$ cat src/rtl/pwrseq_pkg.sv
package pwrseq_pkg;

  localparam logic [3:0] CMD_READ  = 4'd0;
  localparam logic [3:0] CMD_WRITE = 4'd1;
  localparam logic [3:0] CMD_POLL  = 4'd2;
  localparam logic [3:0] CMD_DELAY = 4'd3;
  localparam logic [3:0] CMD_END   = 4'd4;

  typedef struct packed {
    logic [15:0] offset;
    logic [7:0]  rev_m;
    logic [3:0]  fab_m;
    logic [3:0]  intf_m;
    logic [3:0]  base;
    logic [3:0]  cmd;
    logic [7:0]  bmask;
    logic [7:0]  val;
  } step_t;

  typedef enum logic [3:0] {
    ST_IDLE, ST_FETCH, ST_READ, ST_RMW_RD, ST_RMW_WR,
    ST_POLL, ST_WAIT, ST_DONE, ST_FAIL
  } seq_state_t;

  function automatic step_t table_step(input int unsigned i);
    step_t s;
    s = '{offset: 16'h0000, rev_m: 8'hFF, fab_m: 4'hF, intf_m: 4'hF,
          base: 4'h0, cmd: CMD_END, bmask: 8'h00, val: 8'h00};
    case (i)
      0: begin s.offset = 16'h0010; s.cmd = CMD_WRITE; s.bmask = 8'h0F; s.val = 8'h05; end
      1: begin s.offset = 16'h0020; s.base = 4'h1; s.cmd = CMD_READ; s.bmask = 8'hF0; s.val = 8'hAA; end
      2: begin s.offset = 16'h0030; s.base = 4'h2; s.cmd = CMD_WRITE; s.bmask = 8'h3C; s.val = 8'h33;
               s.rev_m = 8'h04; s.intf_m = 4'h4; end
      3: begin s.offset = 16'h0040; s.cmd = CMD_POLL; s.bmask = 8'h80; s.val = 8'h80; end
      4: begin s.offset = 16'd3; s.cmd = CMD_DELAY; s.val = 8'h00; end
      5: begin s.offset = 16'd0; s.cmd = CMD_DELAY; s.val = 8'h01; end
      6: begin s.offset = 16'd1; s.cmd = CMD_DELAY; s.val = 8'h01; end
      default: s.cmd = CMD_END;
    endcase
    return s;
  endfunction

endpackage

$ cat src/rtl/pwrseq_rom.sv
module pwrseq_rom
  import pwrseq_pkg::*;
#(
  parameter int IDX_W = 3
) (
  input  logic [IDX_W-1:0] idx,
  output step_t            step
);
  localparam int DEPTH = 1 << IDX_W;

  step_t rom [DEPTH];

  for (genvar g = 0; g < DEPTH; g++) begin : g_row
    assign rom[g] = table_step(g);
  end

  assign step = rom[idx];
endmodule

$ cat src/rtl/pwrseq_filter.sv
module pwrseq_filter
  import pwrseq_pkg::*;
(
  input  step_t      step,
  input  logic [7:0] cfg_rev,
  input  logic [3:0] cfg_fab,
  input  logic [3:0] cfg_intf,
  output logic       hit
);
  assign hit = (|(step.rev_m & cfg_rev)) &&
               (|(step.fab_m & cfg_fab)) &&
               (|(step.intf_m & cfg_intf));
endmodule

$ cat src/rtl/pwrseq_timer.sv
module pwrseq_timer #(
  parameter int CYC_PER_US = 100,
  parameter int CNT_W      = 16
) (
  input  logic             clk,
  input  logic             rst_n,
  input  logic             load,
  input  logic [CNT_W-1:0] count,
  input  logic             unit_ms,
  output logic             idle
);
  localparam int US_W  = CNT_W + 10;
  localparam int SUB_W = $clog2(CYC_PER_US + 1);
  localparam logic [SUB_W-1:0] SUB_LAST = SUB_W'(CYC_PER_US - 1);

  logic [US_W-1:0]  us_left;
  logic [SUB_W-1:0] sub;
  logic [US_W-1:0]  load_val;

  assign load_val = unit_ms ? US_W'(count) * US_W'(1000) : US_W'(count);

  always_ff @(posedge clk or negedge rst_n) begin
    if (!rst_n) begin
      us_left <= '0;
      sub     <= '0;
    end else if (load) begin
      us_left <= load_val;
      sub     <= '0;
    end else if (us_left != '0) begin
      if (sub == SUB_LAST) begin
        sub     <= '0;
        us_left <= us_left - 1'b1;
      end else begin
        sub <= sub + 1'b1;
      end
    end
  end

  assign idle = (us_left == '0);

  AST_SUB_RANGE: assert property (@(posedge clk) disable iff (!rst_n)
    sub <= SUB_LAST);
  AST_US_DOWN: assert property (@(posedge clk) disable iff (!rst_n)
    (!load && us_left != '0) |=> (us_left <= $past(us_left)));
endmodule

$ cat src/rtl/pwrseq_engine.sv
module pwrseq_engine
  import pwrseq_pkg::*;
#(
  parameter int ENTRIES    = 8,
  parameter int CYC_PER_US = 100,
  parameter int POLL_LIMIT = 20000,
  parameter int IDX_W      = $clog2(ENTRIES)
) (
  input  logic             clk,
  input  logic             rst_n,
  input  logic             start,
  input  logic [7:0]       cfg_rev,
  input  logic [3:0]       cfg_fab,
  input  logic [3:0]       cfg_intf,
  output logic             bus_valid,
  input  logic             bus_ready,
  output logic             bus_we,
  output logic [19:0]      bus_addr,
  output logic [7:0]       bus_wdata,
  input  logic [7:0]       bus_rdata,
  output logic             rd_valid,
  output logic [7:0]       rd_data,
  output logic             busy,
  output logic             done,
  output logic             error,
  output logic [IDX_W-1:0] err_index
);
  localparam int TRY_W = $clog2(POLL_LIMIT + 1);
  localparam logic [TRY_W-1:0] TRY_LAST = TRY_W'(POLL_LIMIT - 1);

  seq_state_t       state;
  logic [IDX_W-1:0] idx;
  logic [TRY_W-1:0] tries;
  logic [7:0]       wdata_q;
  step_t            step;
  logic             hit;
  logic             tmr_idle;
  logic             tmr_load;
  logic             xfer;
  logic             poll_match;

  pwrseq_rom #(.IDX_W(IDX_W)) rom_i (.idx(idx), .step(step));

  pwrseq_filter filt_i (
    .step(step), .cfg_rev(cfg_rev), .cfg_fab(cfg_fab), .cfg_intf(cfg_intf), .hit(hit)
  );

  assign tmr_load = (state == ST_FETCH) && hit && (step.cmd == CMD_DELAY);

  pwrseq_timer #(.CYC_PER_US(CYC_PER_US), .CNT_W(16)) tmr_i (
    .clk(clk), .rst_n(rst_n), .load(tmr_load), .count(step.offset),
    .unit_ms(step.val[0]), .idle(tmr_idle)
  );

  assign xfer       = bus_valid && bus_ready;
  assign poll_match = ((bus_rdata ^ step.val) & step.bmask) == 8'h00;

  always_ff @(posedge clk or negedge rst_n) begin
    if (!rst_n) begin
      state     <= ST_IDLE;
      idx       <= '0;
      tries     <= '0;
      wdata_q   <= '0;
      err_index <= '0;
      rd_valid  <= 1'b0;
      rd_data   <= '0;
    end else begin
      rd_valid <= 1'b0;
      case (state)
        ST_IDLE, ST_DONE, ST_FAIL: begin
          if (start) begin
            idx   <= '0;
            state <= ST_FETCH;
          end
        end
        ST_FETCH: begin
          tries <= '0;
          if (step.cmd == CMD_END) begin
            state <= ST_DONE;
          end else if (!hit) begin
            idx <= idx + 1'b1;
          end else begin
            case (step.cmd)
              CMD_READ:  state <= ST_READ;
              CMD_WRITE: state <= ST_RMW_RD;
              CMD_POLL:  state <= ST_POLL;
              CMD_DELAY: state <= ST_WAIT;
              default:   idx   <= idx + 1'b1;
            endcase
          end
        end
        ST_READ: begin
          if (bus_ready) begin
            rd_valid <= 1'b1;
            rd_data  <= bus_rdata & step.bmask;
            idx      <= idx + 1'b1;
            state    <= ST_FETCH;
          end
        end
        ST_RMW_RD: begin
          if (bus_ready) begin
            wdata_q <= (bus_rdata & ~step.bmask) | (step.val & step.bmask);
            state   <= ST_RMW_WR;
          end
        end
        ST_RMW_WR: begin
          if (bus_ready) begin
            idx   <= idx + 1'b1;
            state <= ST_FETCH;
          end
        end
        ST_POLL: begin
          if (bus_ready) begin
            if (poll_match) begin
              idx   <= idx + 1'b1;
              state <= ST_FETCH;
            end else if (tries == TRY_LAST) begin
              err_index <= idx;
              state     <= ST_FAIL;
            end else begin
              tries <= tries + 1'b1;
            end
          end
        end
        ST_WAIT: begin
          if (tmr_idle) begin
            idx   <= idx + 1'b1;
            state <= ST_FETCH;
          end
        end
        default: state <= ST_IDLE;
      endcase
    end
  end

  assign bus_valid = (state == ST_READ) || (state == ST_RMW_RD) ||
                     (state == ST_RMW_WR) || (state == ST_POLL);
  assign bus_we    = (state == ST_RMW_WR);
  assign bus_addr  = {step.base, step.offset};
  assign bus_wdata = (state == ST_RMW_WR) ? wdata_q : 8'h00;
  assign done      = (state == ST_DONE);
  assign error     = (state == ST_FAIL);
  assign busy      = !(state == ST_IDLE || state == ST_DONE || state == ST_FAIL);

  AST_REQ_HOLD: assert property (@(posedge clk) disable iff (!rst_n)
    (bus_valid && !bus_ready) |=> (bus_valid && $stable(bus_addr) &&
                                   $stable(bus_we) && $stable(bus_wdata)));
  AST_RESULT_AFTER_READ: assert property (@(posedge clk) disable iff (!rst_n)
    rd_valid |-> $past(xfer && !bus_we));
  AST_WRITE_AFTER_READ: assert property (@(posedge clk) disable iff (!rst_n)
    $rose(bus_we) |-> $past(xfer && !bus_we));
  AST_POLL_BOUND: assert property (@(posedge clk) disable iff (!rst_n)
    tries < TRY_W'(POLL_LIMIT));
  AST_FAIL_STICKY: assert property (@(posedge clk) disable iff (!rst_n)
    (error && !start) |=> (error && $stable(err_index)));
  AST_DONE_STICKY: assert property (@(posedge clk) disable iff (!rst_n)
    (done && !start) |=> done);
endmodule

$ cat config.mk
export PLATFORM = sky130hd
export DESIGN_NAME = pwrseq_engine
export DESIGN_NICKNAME = d
export VERILOG_FILES = /design/src/rtl/pwrseq_pkg.sv /design/src/rtl/pwrseq_rom.sv /design/src/rtl/pwrseq_filter.sv /design/src/rtl/pwrseq_timer.sv /design/src/rtl/pwrseq_engine.sv
export SDC_FILE = /design/constraint.sdc
export NUM_CORES = 1
export LEC_CHECK = 0
export BUFFER_PORTS_ARGS = -buffer_cell sky130_fd_sc_hd__buf_2
export CAP_MARGIN = 10
export CORE_UTILIZATION = 35
export DETAILED_ROUTE_END_ITERATION = 8
export GPL_TIMING_DRIVEN = 0
export PLACE_DENSITY = 0.53
export RECOVER_POWER = 25
export SLEW_MARGIN = 20
export SYNTH_ARGS = -nofsm -noshare
export SYNTH_HDL_FRONTEND = slang
export SYNTH_SLANG_ARGS = --single-unit
$ cat constraint.sdc
create_clock -name clk -period 4.4 [get_ports clk]
set_clock_uncertainty 0.2 [all_clocks]
set_input_delay 0.22 -clock clk [delete_from_list [all_inputs] [get_ports clk]]
set_output_delay 0.22 -clock clk [all_outputs]
set_load 0.005 [all_outputs]
==> summary.txt, run 1 <==
Yosys
  • Synthesized area: about 5400 sq um
  • Number of synthesized flops with an enable pin: 0
  • Warnings, synthesis: 0
  • Ys flop type: dfrtp_1
  • Cells after Synth: 619
  • Library cells used by synthesis: 60
  • Yosys reg bits: 75
  • Post-Syn Area per Cell: 8.72 sq um
  • Register area share after synthesis: a little over a third
  • Async SR Flop Fraction: 100%

Final layout
  • Share of cells above drive strength 1: between 10% and 20%
  • Multi-input gate area: 3320 sq um
  • Area grow syn2layout: 19.6%
  • Filler instances: 1526
  • Fin nets: 786
  • Antenna diodes: 0
  • Register area: 1880 sq um
  • Final std cells w/o fill: 907
  • Finished Core Util: a little over two fifths
  • Final instance area: 6460 sq um

Worst setup path
  • Reg2reg end: tmr_i.us_left[18]$_DFFE_PN0P_
  • Crit path from: idx[0]$_DFFE_PN0P_
  • Worst EP required: between 4 and 5 ns
  • Critical path launch point type: flip-flop
  • Levels on crit path: 17
  • FF-to-FF Start: idx[0]$_DFFE_PN0P_
  • CP bufs+invs: 2
  • Flop-to-flop setup slack: about 0.18 ns
  • Crit-path max cell delay: approximately 0.4 ns
  • Critical Path End: tmr_i.us_left[18]$_DFFE_PN0P_
  • Reg2Reg Depth: 17
  • CP max FO: 10
  • WP data arrival: 4.23 ns
  • Top delay family on crit path: adder cells
  • CP max stage cell: dfrtp_2
  • CP Cell Sequence: buf_6, clkinvlp_4, ha_4, xor2_1, nor2_1, ha_1, or2_2, ha_1, ha_1, ha_1, ha_1, nand4_1, o21bai_1, nand2_1, a21o_1, a21oi_1, o22ai_1
  • Setup CP Type: flip-flop to flip-flop
  • Setup crit end kind: flip-flop
  • Crit-path most repeated cell: ha_1

Place
  • Dpl cells: 879
  • Placer Congestion: between 0.8 and 0.9
  • Dpl cell area: 6010 sq um
  • Post-detail-place hpwl: 10400 um
  • PortBufs: 59

STA
  • Final worst-path cycle share: 96.0%
  • # setup viols final: 0
  • Max-slew violation count: 29
  • Max-Slew Margin vs Limit: -5.61%
  • Minimum clock period: 4.22 ns
  • Worst slew pin tran: 1.58 ns
  • Fmax: 237 MHz
  • Hold Violations, Final: 0

Routing
  • Avg WL per Cell: 15.4 um
  • Vias: between 4000 and 5000
  • WL final: 14000 um
  • DR iter-0 viols: 253
  • Remaining DRCs: 0
  • DRT Pass-1 Iters: 5
  • Routed vias/inst: approximately 5.3
  • Post-route antenna net violation count: 0

Die
  • Die Y-Extent: 126 um
  • Core Area: 15100 sq um
  • Die area: roughly 16000 sq um
  • Die Wd: 126 um
  • Row count: 45
  • Top Ports: 73
  • Starting density of the core: 35.7%

GRT
  • Initial antenna violation count: 0
  • Vias in the first global route: 4748
  • Overflow after GRT: 0
  • Pin count of the biggest net entering global routing: 49
  • GRT Total Usage: 18.3%
  • Global-route wire length before repair: around 23000 um

CTS
  • Worst skew pair latency: 0.35 ns
  • Clock sinks: 75
  • Worst-path clk slew: 0.06 ns
  • Htree depth: 3
  • Root Buffer: clkbuf_16
  • CTS tree: built
  • Clock buffer count from CTS: 9
  • Clk buf depth: 2

Run status
  • Outcome: complete, but fails checks
  • Failing checks: capacitance limit, slew limit

Worst hold path
  • Type of the tightest min-delay check: primary input to flip-flop

Power
  • VDD IR max: 246 uV
  • Leakage: 2.98 nW
  • Pwr/cell area: 686 nW/um^2

Run
  • Max Cap Viol: 1
## cells in the mapped netlist, types with 3 or more instances
cell / count / area share [%]
dfrtp_1: 75 / 35
nand2_1: 67 / 4.7
a21oi_1: 43 / 4.0
nor2_1: 43 / 3.0
o21ai_0: 42 / 3.9
ha_1: 41 / 9.5
clkbuf_1: 22 / 1.5
xor2_1: 22 / 3.6
inv_1: 21 / 1.5
nand3_1: 20 / 1.9
and2_1: 17 / 2.0
nand4_1: 16 / 1.9
xnor2_1: 15 / 2.4
buf_4: 14 / 1.9
mux2i_1: 13 / 2.4
nor4_1: 13 / 1.5
nand2b_1: 11 / 1.3
or3_1: 11 / 1.3
nor3_1: 9 / 0.83
and3_1: 8 / 0.93
or4_1: 7 / 0.97
mux2_2: 6 / 1.3
nor2b_1: 6 / 0.70
o31ai_1: 6 / 0.83
nor3b_1: 5 / 0.70
nor4b_1: 5 / 0.81
a21o_1: 4 / 0.56
and4_1: 4 / 0.65
buf_2: 4 / 0.37
o22ai_1: 4 / 0.46
a31oi_1: 3 / 0.35
fa_1: 3 / 1.1
nand4b_1: 3 / 0.49
o21bai_1: 3 / 0.42
## cell type report
type / count / area share (%)
plain buffers: 38 / 3.20
multi-input cells: 495 / 51.4
clock buffers: 11 / 3.91
repair buffers: 74 / 6.61
well taps: 188 / 3.64
inverters: 21 / 1.28
clock inverters: 5 / 0.911
flip-flops and latches: 75 / 29.1
## worst register-to-register path, delay by kind of cell (launching register included)
kind / cells / cell delay [ns]
flops: 1 / 0.40
compound gates: 4 / 0.66
simple gates: 4 / 0.57
fa+ha+maj: 6 / 1.78
xor+xnor: 1 / 0.14
buf+inv: 2 / 0.33
## per-stage QoR
stage / hold slack, ns / setup WS [ns] / total power, mW / TNS (ns)
after global placement: 0.257 / -0.352 / 3.50 / -1.44
after detailed placement: -0.0149 / -0.374 / 3.54 / -1.85
final: 0.170 / 0.177 / 4.43 / 0
after global routing: 0.202 / -0.00934 / 4.87 / -0.00934
after CTS: 0.152 / 0.00137 / 4.40 / 0
after floorplan: -0.276 / 0.158 / 2.91 / 0
## worst min path at each step
stage / to / cells past startpoint / startpoint / slack, ns
3_3_place_gp: wdata_q[6]$_DFFE_PN0P_ / 2 / wdata_q[6]$_DFFE_PN0P_ / 0.26
6_report: state[3]$_DFFE_PN0P_ / 4 / start / 0.17
3_5_place_dp: tmr_i.us_left[13]$_DFFE_PN0P_ / 1 / rst_n / -0.01
5_1_grt: state[3]$_DFFE_PN0P_ / 4 / start / 0.20
2_1_floorplan: err_index[0]$_DFFE_PN0P_ / 0 / rst_n / -0.28
4_1_cts: state[3]$_DFFE_PN0P_ / 4 / start / 0.15
## cells in the final DEF, fill, tap and decap left out, types with 11 or more instances in the layout
master and n:
mux2i_1 13, a21oi_1 42, conb_1 13, xor2_1 22
nand2b_1 11, and2_1 17, inv_1 20, xnor2_1 15
nand2_1 67, nor2_1 41, nand4_1 16, clkbuf_1 21
nand3_1 20, or3_1 11, dfrtp_1 74, o21ai_0 41
buf_2 61, nor4_1 12, ha_1 39, buf_4 19
## kinds of logic after synthesis
group                    after synthesis  share of synthesized area (%)
flip-flops                            75                           34.8
XOR/XNOR                              37                           6.00
adder cells (fa/ha/maj)               44                           10.6
AO/OA/AOI/OAI                        122                           13.3
AND/OR/NAND/NOR                      258                           25.8
multiplexers                          21                           4.22
buffers and inverters                 61                           5.31
other                                  1                         0.0694
## report_power, final
part / internal, mW / switching [mW] / leakage, nW / total (mW)
Sequential: 0.918 / 0.225 / 0.967 / 1.14
Clock: 0.471 / 0.312 / 0.148 / 0.784
Combinational: 1.09 / 1.41 / 1.86 / 2.50
Total: 2.48 / 1.95 / 2.98 / 4.43
## what timing repair did
item                                   CTS  global route
resized for setup                        4             8
endpoints found under the hold margin   45             0
buffers inserted                         0             5
setup endpoints to repair                8             8
cloned                                   0             0
pin swaps                                0             1
hold buffers                             9             0
## flip-flops by register name, indices dropped and copies added, names as in the netlist
name,count
err_index,3
idx,3
state,4
tries,15
tmr_i.sub,7
rd_data,8
wdata_q,8
tmr_i.us_left,26
rd_valid,1
## routing by layer
metal	global-route usage (%)	vias to the layer above	wire length, um
li1	-	2372	-
met2	30.5	92	6760
met5	0	-	0
met4	6.80	0	125
met1	24.2	2322	6620
met3	2.59	9	510
(Power assumes the default switching activity.)
==> run 2: changes to the inputs <==
--- a/config.mk
+++ b/config.mk
@@ -12,7 +12,7 @@
 export GPL_TIMING_DRIVEN = 0
 export PLACE_DENSITY = 0.53
 export RECOVER_POWER = 25
-export SLEW_MARGIN = 20
+export SLEW_MARGIN = 0
 export SYNTH_ARGS = -nofsm -noshare
 export SYNTH_HDL_FRONTEND = slang
 export SYNTH_SLANG_ARGS = --single-unit
==> constraint.sdc (replaced) <==
create_clock -name clk -period 4.4 [get_ports clk]
set_clock_uncertainty 0.2 [all_clocks]
set_input_delay 0.88 -clock clk [delete_from_list [all_inputs] [get_ports clk]]
set_output_delay 0.88 -clock clk [all_outputs]
set_load 0.005 [all_outputs]
==> run 2 against run 1 <==
  * The run still ends with capacitance limit, slew limit left
  * Count of clock-buffer cells in the layout unchanged
  * Hold slack better by 0.11 ns
  * Routed wire length down 1.8%
  * Utilization down 1.1 points
  * Via count down 1.0%
  * Maximum frequency down 0.20%
  * Cell area down 2.5%
  * Register-to-register slack about the same
  * Worst setup slack worse by 0.0085 ns
  * Global-route usage down 0.27 points
  * Sequential share of layout area up 0.75 points
  * Critical path type unchanged
  * Sequential power about the same
==> summary.txt, run 2 (synthesis results as in run 1) <==
Run status
  • Outcome: complete, but fails checks
  • Failing checks: capacitance limit, slew limit

Final layout
  • Register area: 1880 sq um (unchanged)
  • Leading cell type in the layout, fill and taps excluded: dfrtp_1
  • Max FFs per register: 26 (unchanged)
  • Fin nets: 774 (-1.5%)
  • Share of cells above drive strength 1: 16.7% (-0.56 points)
  • Area grow syn2layout: 16.6%
  • Final instance area: 6290 sq um (-2.5%)
  • Top Registers: tmr_i.us_left: 26 flops, tries: 15 flops
  • Finished Core Util: 41.6% (-1.1 points)
  • Largest Register: tmr_i.us_left
  • Commonest cells after routing, fill and taps aside: dfrtp_1 (74), nand2_1 (67), buf_2 (61)
  • Multi-input gate area: 3310 sq um (-0.19%)
  • Filler instances: 1514 (-0.79%)
  • Antenna diodes: 0 (unchanged)

Worst setup path
  • Setup CP Type: flip-flop to flip-flop
  • WP data arrival: 4.24 ns (about the same)
  • Setup crit end kind: flip-flop
  • Crit-path max cell delay: 0.43 ns (+0.03 ns)
  • Critical path launch point type: flip-flop
  • Levels on crit path: 17 (unchanged)
  • Crit-path most repeated cell: ha_1
  • Reg2reg end: tmr_i.us_left[18]$_DFFE_PN0P_
  • Reg2Reg Depth: 17 (unchanged)
  • Critical Path End: tmr_i.us_left[18]$_DFFE_PN0P_
  • FF-to-FF Start: idx[0]$_DFFE_PN0P_
  • Worst EP required: 4.41 ns (about the same)
  • Flop-to-flop setup slack: 0.17 ns (about the same)
  • CP max stage cell: dfrtp_2
  • CP bufs+invs: 2 (unchanged)
  • Top delay family on crit path: adder cells
  • Crit path from: idx[0]$_DFFE_PN0P_
  • CP max FO: 10 (unchanged)
  • CP Cell Sequence: buf_6, inv_1, ha_4, xor2_1, nor2_1, ha_1, or2_2, ha_1, ha_1, ha_1, ha_1, nand4_1, o21bai_1, nand2_1, a21o_1, a21oi_1, o22ai_1

Die
  • Die Wd: 126 um (unchanged)
  • Die Y-Extent: 126 um (unchanged)
  • Row count: 45 (unchanged)
  • Core Area: 15100 sq um (unchanged)
  • Top Ports: 73 (unchanged)
  • Die area: 15900 sq um (unchanged)
  • Starting density of the core: 35.7% (unchanged)

STA
  • Final worst setup slack: 0.168 ns (-0.00852 ns)
  • Max-slew violation count: 62 (+110%)
  • Final worst-path cycle share: 96.2% (+0.19 points)
  • RSZ-0062 raised after global routing: true
  • Fmax: 236 MHz (-0.20%)
  • Hold Violations, Final: 0 (unchanged)
  • Worst slew pin tran: 1.56 ns (-0.0257 ns)
  • Hold Worst Slack: 0.279 ns (+0.110 ns)
  • Setup_tns: 0 ns (unchanged)
  • # setup viols final: 0 (unchanged)
  • Max-Slew Margin vs Limit: -3.90% (+1.7 points)
  • Minimum clock period: 4.23 ns (+0.00852 ns)

CTS
  • Clock sinks: 75 (unchanged)
  • CTS tree: built
  • Worst skew pair latency: 0.35 ns (about the same)
  • Worst-path clk slew: 0.06 ns (about the same)
  • Root Buffer: clkbuf_16
  • Clock buffer count from CTS: 9 (unchanged)
  • Htree depth: 3 (unchanged)
  • Clk buf depth: 2 (unchanged)

Power
  • Leakage: 2.92 nW (-2.0%)
  • Pwr/cell area: 684 nW/um^2 (-0.22%)
  • VDD IR max: 255 uV (+3.7%)

GRT
  • Global-route wire length before repair: 22800 um (-2.2%)
  • Initial antenna violation count: 0 (unchanged)
  • Pin count of the biggest net entering global routing: 62 (+27%)
  • GRT Total Usage: 18.1% (-0.27 points)
  • Vias in the first global route: 4620 (-2.7%)
  • Overflow after GRT: 0 (unchanged)

Routing
  • DRT Pass-1 Iters: 4 (-1)
  • Routed vias/inst: 5.30 (+0.28%)
  • WL final: 13800 um (-1.8%)
  • Vias: 4745 (-1.0%)
  • Post-route antenna net violation count: 0 (unchanged)
  • Avg WL per Cell: 15.4 um (-0.44%)
  • Remaining DRCs: 0 (unchanged)
  • DR iter-0 viols: 251 (-0.79%)

Place
  • Placer Congestion: 0.829 (unchanged)
  • Setup WS pre-CTS: -0.384 ns (-0.0104 ns)
  • Dpl cell area: 6010 sq um (unchanged)
  • Post-detail-place hpwl: 10400 um (-0.31%)
  • PortBufs: 59 (unchanged)

Run
  • Max Cap Viol: 1 (unchanged)

Worst hold path
  • Type of the tightest min-delay check: flip-flop to flip-flop
[run 2: changes by cell type in the layout (fill, tap and decap cells not counted)]
| cell | previous run | this run |
|---|---|---|
| clkinv_2 | 1 | 4 |
| bufinv_16 | 1 | 0 |
| inv_1 | 20 | 21 |
| clkbuf_1 | 21 | 22 |
| inv_6 | 1 | 0 |
| dlygate4sd3_1 | 9 | 0 |
| nor4_2 | 1 | 0 |
| buf_4 | 19 | 16 |
| nor4_1 | 12 | 13 |
| clkinvlp_4 | 3 | 0 |
| clkbuf_8 | 2 | 1 |
| clkinv_4 | 0 | 1 |
[run 2: what timing repair did]
item,CTS,global route
buffers inserted,0,2
hold buffers,0,0
pin swaps,0,1
endpoints found under the setup margin,8,8
resized for setup,4,7
[run 2: through the flow]
stage | power [mW] | cells
after floorplan | 2.91 | 631
after detailed placement | 3.55 | 879
after global routing | 4.75 | 895
final | 4.31 | 895
after global placement | 3.50 | 878
after CTS | 4.30 | 893
[run 2: layer usage]
metal  vias to the layer above  GRT usage (%)  part of all wire [%]
met1                      2299           24.0                    49
met4                         0           5.88                   1.1
li1                       2343              -                     -
met3                        11           3.48                   3.2
met2                        92           29.4                    47
met5                         -              0                     0
[run 2: worst min-delay path by stage]
stage / start / endpoint / slack, ns / cells past startpoint
after floorplan: wdata_q[6]$_DFFE_PN0P_ / wdata_q[6]$_DFFE_PN0P_ / 0.24 / 2
after global placement: wdata_q[6]$_DFFE_PN0P_ / wdata_q[6]$_DFFE_PN0P_ / 0.26 / 2
after detailed placement: wdata_q[5]$_DFFE_PN0P_ / wdata_q[5]$_DFFE_PN0P_ / 0.27 / 2
after CTS: rst_n / tmr_i.us_left[13]$_DFFE_PN0P_ / 0.19 / 1
after global routing: wdata_q[5]$_DFFE_PN0P_ / wdata_q[5]$_DFFE_PN0P_ / 0.31 / 2
final: err_index[2]$_DFFE_PN0P_ / err_index[2]$_DFFE_PN0P_ / 0.28 / 1
[run 2: layout make-up]
cell class                 count  share of cell area (%)
multi-input combinational    495                    52.6
sequential                    75                    29.8
timing repair buffer          62                    4.99
clock buffer                  11                    3.86
tap                          188                    3.74
buffer                        38                    3.28
inverter                      21                    1.25
clock inverter                 5                   0.457
[run 2: where the power goes]
part | switching, mW | total (mW) | leakage, nW | internal, mW
clock | 0.296 | 0.690 | 0.139 | 0.394
sequential | 0.224 | 1.14 | 0.967 | 0.919
combinational | 1.41 | 2.47 | 1.81 | 1.07
==> run 3: changes to the inputs <==
--- a/config.mk
+++ b/config.mk
@@ -10,7 +10,7 @@
 export CORE_UTILIZATION = 35
 export DETAILED_ROUTE_END_ITERATION = 8
 export GPL_TIMING_DRIVEN = 0
-export PLACE_DENSITY = 0.53
+export PLACE_DENSITY = 0.63
 export RECOVER_POWER = 25
 export SLEW_MARGIN = 0
 export SYNTH_ARGS = -nofsm -noshare
==> run 3 against run 2 <==
  * The run still ends with capacitance limit, slew limit left
  * Total power grew 2.4%
  * Die area is the same
  * Flip-flop and latch count is the same
  * Worst setup slack gained 0.041 ns
  * Combinational power grew 2%
  * Utilization grew 0.33 points
  * Critical path depth shrank 1
  * Global-route usage shrank 0.53 points
  * Register-to-register slack gained 0.04 ns
  * Critical path type unchanged
  * Cell area grew 0.80%
  * Hold slack lost 0.011 ns
  * Routed wire length shrank 4.8%
==> summary.txt, run 3 (synthesis results as in run 1) <==
Final layout
  • Leading cell type in the layout, fill and taps excluded: dfrtp_1
  • Fin nets: 777 (+0.39%)
  • Register area: 1880 sq um (unchanged)
  • Commonest cells after routing, fill and taps aside: dfrtp_1 (74), nand2_1 (67), buf_2 (61)
  • Finished Core Util: 41.9% (+0.33 points)
  • Largest Register: tmr_i.us_left
  • Filler instances: 1543 (+1.9%)
  • Multi-input gate area: 3310 sq um (+0.11%)
  • Share of cells above drive strength 1: 17.2% (+0.49 points)
  • Antenna diodes: 0 (unchanged)
  • Max FFs per register: 26 (unchanged)
  • Final instance area: 6340 sq um (+0.80%)
  • Area grow syn2layout: 17.5%
  • Top Registers: tmr_i.us_left: 26 flops, tries: 15 flops

Worst setup path
  • WP data arrival: 4.21 ns (-0.03 ns)
  • CP max stage cell: dfrtp_2
  • Worst EP required: 4.42 ns (about the same)
  • Critical path launch point type: flip-flop
  • Setup crit end kind: flip-flop
  • Crit-path max cell delay: 0.40 ns (-0.03 ns)
  • Setup CP Type: flip-flop to flip-flop
  • CP bufs+invs: 2 (unchanged)
  • Top delay family on crit path: adder cells
  • Crit-path most repeated cell: ha_1
  • CP max FO: 10 (unchanged)
  • CP Cell Sequence: buf_6, inv_1, ha_4, xor2_1, nor2_1, ha_1, or2_2, ha_1, ha_1, ha_1, ha_1, nand4_1, o21a_1, o21ai_1, mux2i_1, mux2i_1

Place
  • Post-detail-place hpwl: 9840 um (-5.3%)
  • PortBufs: 59 (unchanged)
  • Setup WS pre-CTS: -0.452 ns (-0.0679 ns)
  • Placer Congestion: 0.859 (+3.6%)
  • Dpl cell area: 6010 sq um (unchanged)

Routing
  • M1 WL: 6320 um (-6.0%)
  • Post-route antenna net violation count: 0 (unchanged)
  • Top Metal Used: met4
  • Avg WL per Cell: 14.6 um (-5.1%)
  • WL final: 13100 um (-4.8%)
  • Met3 Wirelength: 583 um (+32%)
  • Vias: 4705 (-0.84%)
  • Met2 WL: 6100 um (-5.3%)
  • DRT Pass-1 Iters: 5 (+1)
  • DR iter-0 viols: 221 (-12%)
  • Remaining DRCs: 0 (unchanged)
  • Routed vias/inst: 5.24 (-1.2%)

STA
  • Hold Worst Slack: 0.269 ns (-0.0107 ns)
  • RSZ-0062 raised after global routing: false
  • Hold Violations, Final: 0 (unchanged)
  • Max-slew violation count: 61 (-1.6%)
  • Fmax: 239 MHz (+0.97%)
  • Worst slew pin tran: 1.54 ns (-0.0159 ns)
  • # setup viols final: 0 (unchanged)
  • Minimum clock period: 4.19 ns (-0.0405 ns)
  • Final worst setup slack: 0.209 ns (+0.0405 ns)
  • Final worst-path cycle share: 95.3% (-0.92 points)
  • Max-Slew Margin vs Limit: -2.84% (+1.1 points)

Die
  • Row count: 45 (unchanged)
  • Top Ports: 73 (unchanged)
  • Die area: 15900 sq um (unchanged)
  • Starting density of the core: 35.7% (unchanged)
  • Core Area: 15100 sq um (unchanged)
  • Die Wd: 126 um (unchanged)
  • Die Y-Extent: 126 um (unchanged)

CTS
  • Htree depth: 3 (unchanged)
  • Worst-path clk slew: 0.06 ns (about the same)
  • Post-CTS Hold Fix Bufs: 0 (unchanged)
  • Clock sinks: 75 (unchanged)
  • Clock buffer count from CTS: 9 (unchanged)
  • Root Buffer: clkbuf_16
  • CTS tree: built
  • Worst skew pair latency: 0.34 ns (about the same)
  • Clk buf depth: 2 (unchanged)

Power
  • Pwr/cell area: 695 nW/um^2 (+1.6%)
  • VDD IR max: 431 uV (+69%)
  • Leakage: 2.94 nW (+0.84%)
  • Total power: 4.41 mW (+2.4%)

GRT
  • GRT Total Usage: 17.5% (-0.53 points)
  • Pin count of the biggest net entering global routing: 61 (-1.6%)
  • Vias in the first global route: 4502 (-2.6%)
  • Initial antenna violation count: 0 (unchanged)
  • Global-route wire length before repair: 22300 um (-2.4%)
  • Overflow after GRT: 0 (unchanged)

Worst hold path
  • Type of the tightest min-delay check: flip-flop to flip-flop

Run
  • Max Cap Viol: 1 (unchanged)

Run status
  • Failing checks: capacitance limit, slew limit
  • Outcome: complete, but fails checks
[run 3: cell types whose count changed in the layout (fill, tap and decap cells not counted)]
cell / before / now
buf_4: 16 / 19
a21oi_1: 42 / 41
a21oi_2: 1 / 2
bufinv_16: 0 / 1
clkinv_2: 4 / 3
clkinv_4: 1 / 0
clkinvlp_4: 0 / 1
ha_1: 39 / 40
ha_2: 1 / 0
nor2b_1: 6 / 5
nor2b_2: 0 / 1
[run 3: where the power goes]
group / switching [mW] / internal (mW) / leakage, nW
logic: 1.45 / 1.08 / 1.83
clock network: 0.285 / 0.451 / 0.145
registers: 0.220 / 0.919 / 0.967
[run 3: worst paths after layout]
kind | start | to | slack (ns) | cells after the start
min in group asynchronous | rst_n | tmr_i.us_left[2]$_DFFE_PN0P_ | 0.43 | 1
max in group asynchronous | rst_n | idx[0]$_DFFE_PN0P_ | 1.47 | 2
hold reg to reg | wdata_q[4]$_DFFE_PN0P_ | wdata_q[4]$_DFFE_PN0P_ | 0.27 | 2
setup reg to reg | idx[0]$_DFFE_PN0P_ | tmr_i.us_left[17]$_DFFE_PN0P_ | 0.21 | 16
hold / removal | wdata_q[4]$_DFFE_PN0P_ | wdata_q[4]$_DFFE_PN0P_ | 0.27 | 2
setup / recovery | idx[0]$_DFFE_PN0P_ | tmr_i.us_left[17]$_DFFE_PN0P_ | 0.21 | 16
[run 3: stage by stage]
stage,setup TNS [ns],std cells
4_1_cts,0,893
3_5_place_dp,-2.29,879
2_1_floorplan,0,631
6_report,0,898
5_1_grt,0,898
3_3_place_gp,-1.94,878
[run 3: area by class of cell]
cell class                 instances  share of cell area, %
buffer                            38                   3.25
timing repair buffer              65                   5.30
multi-input combinational        495                   52.2
clock buffer                      11                   3.83
tap                              188                   3.71
sequential                        75                   29.6
inverter                          21                   1.24
clock inverter                     5                  0.828
[run 3: worst register-to-register path, delay by kind of cell, from the launching register on]
family,cells,cell delay (ns)
adder cells (fa/ha/maj),6,1.79
AND/OR/NAND/NOR,3,0.52
multiplexers,2,0.29
AO/OA/AOI/OAI,2,0.42
flip-flops,1,0.40
XOR/XNOR,1,0.16
buffers and inverters,2,0.29
[run 3: metal layers]
metal	vias up	global-route usage, %
li1	2367	-
met1	2216	23.6
met2	111	27.9
met3	11	4.59
met4	0	4.18
met5	-	0
[run 3: repair_timing]
item / 4_1_cts / 5_1_grt
buffers inserted: 0 / 5
endpoints found under the setup margin: 8 / 6
pin swaps: 0 / 1
resized for setup: 7 / 5
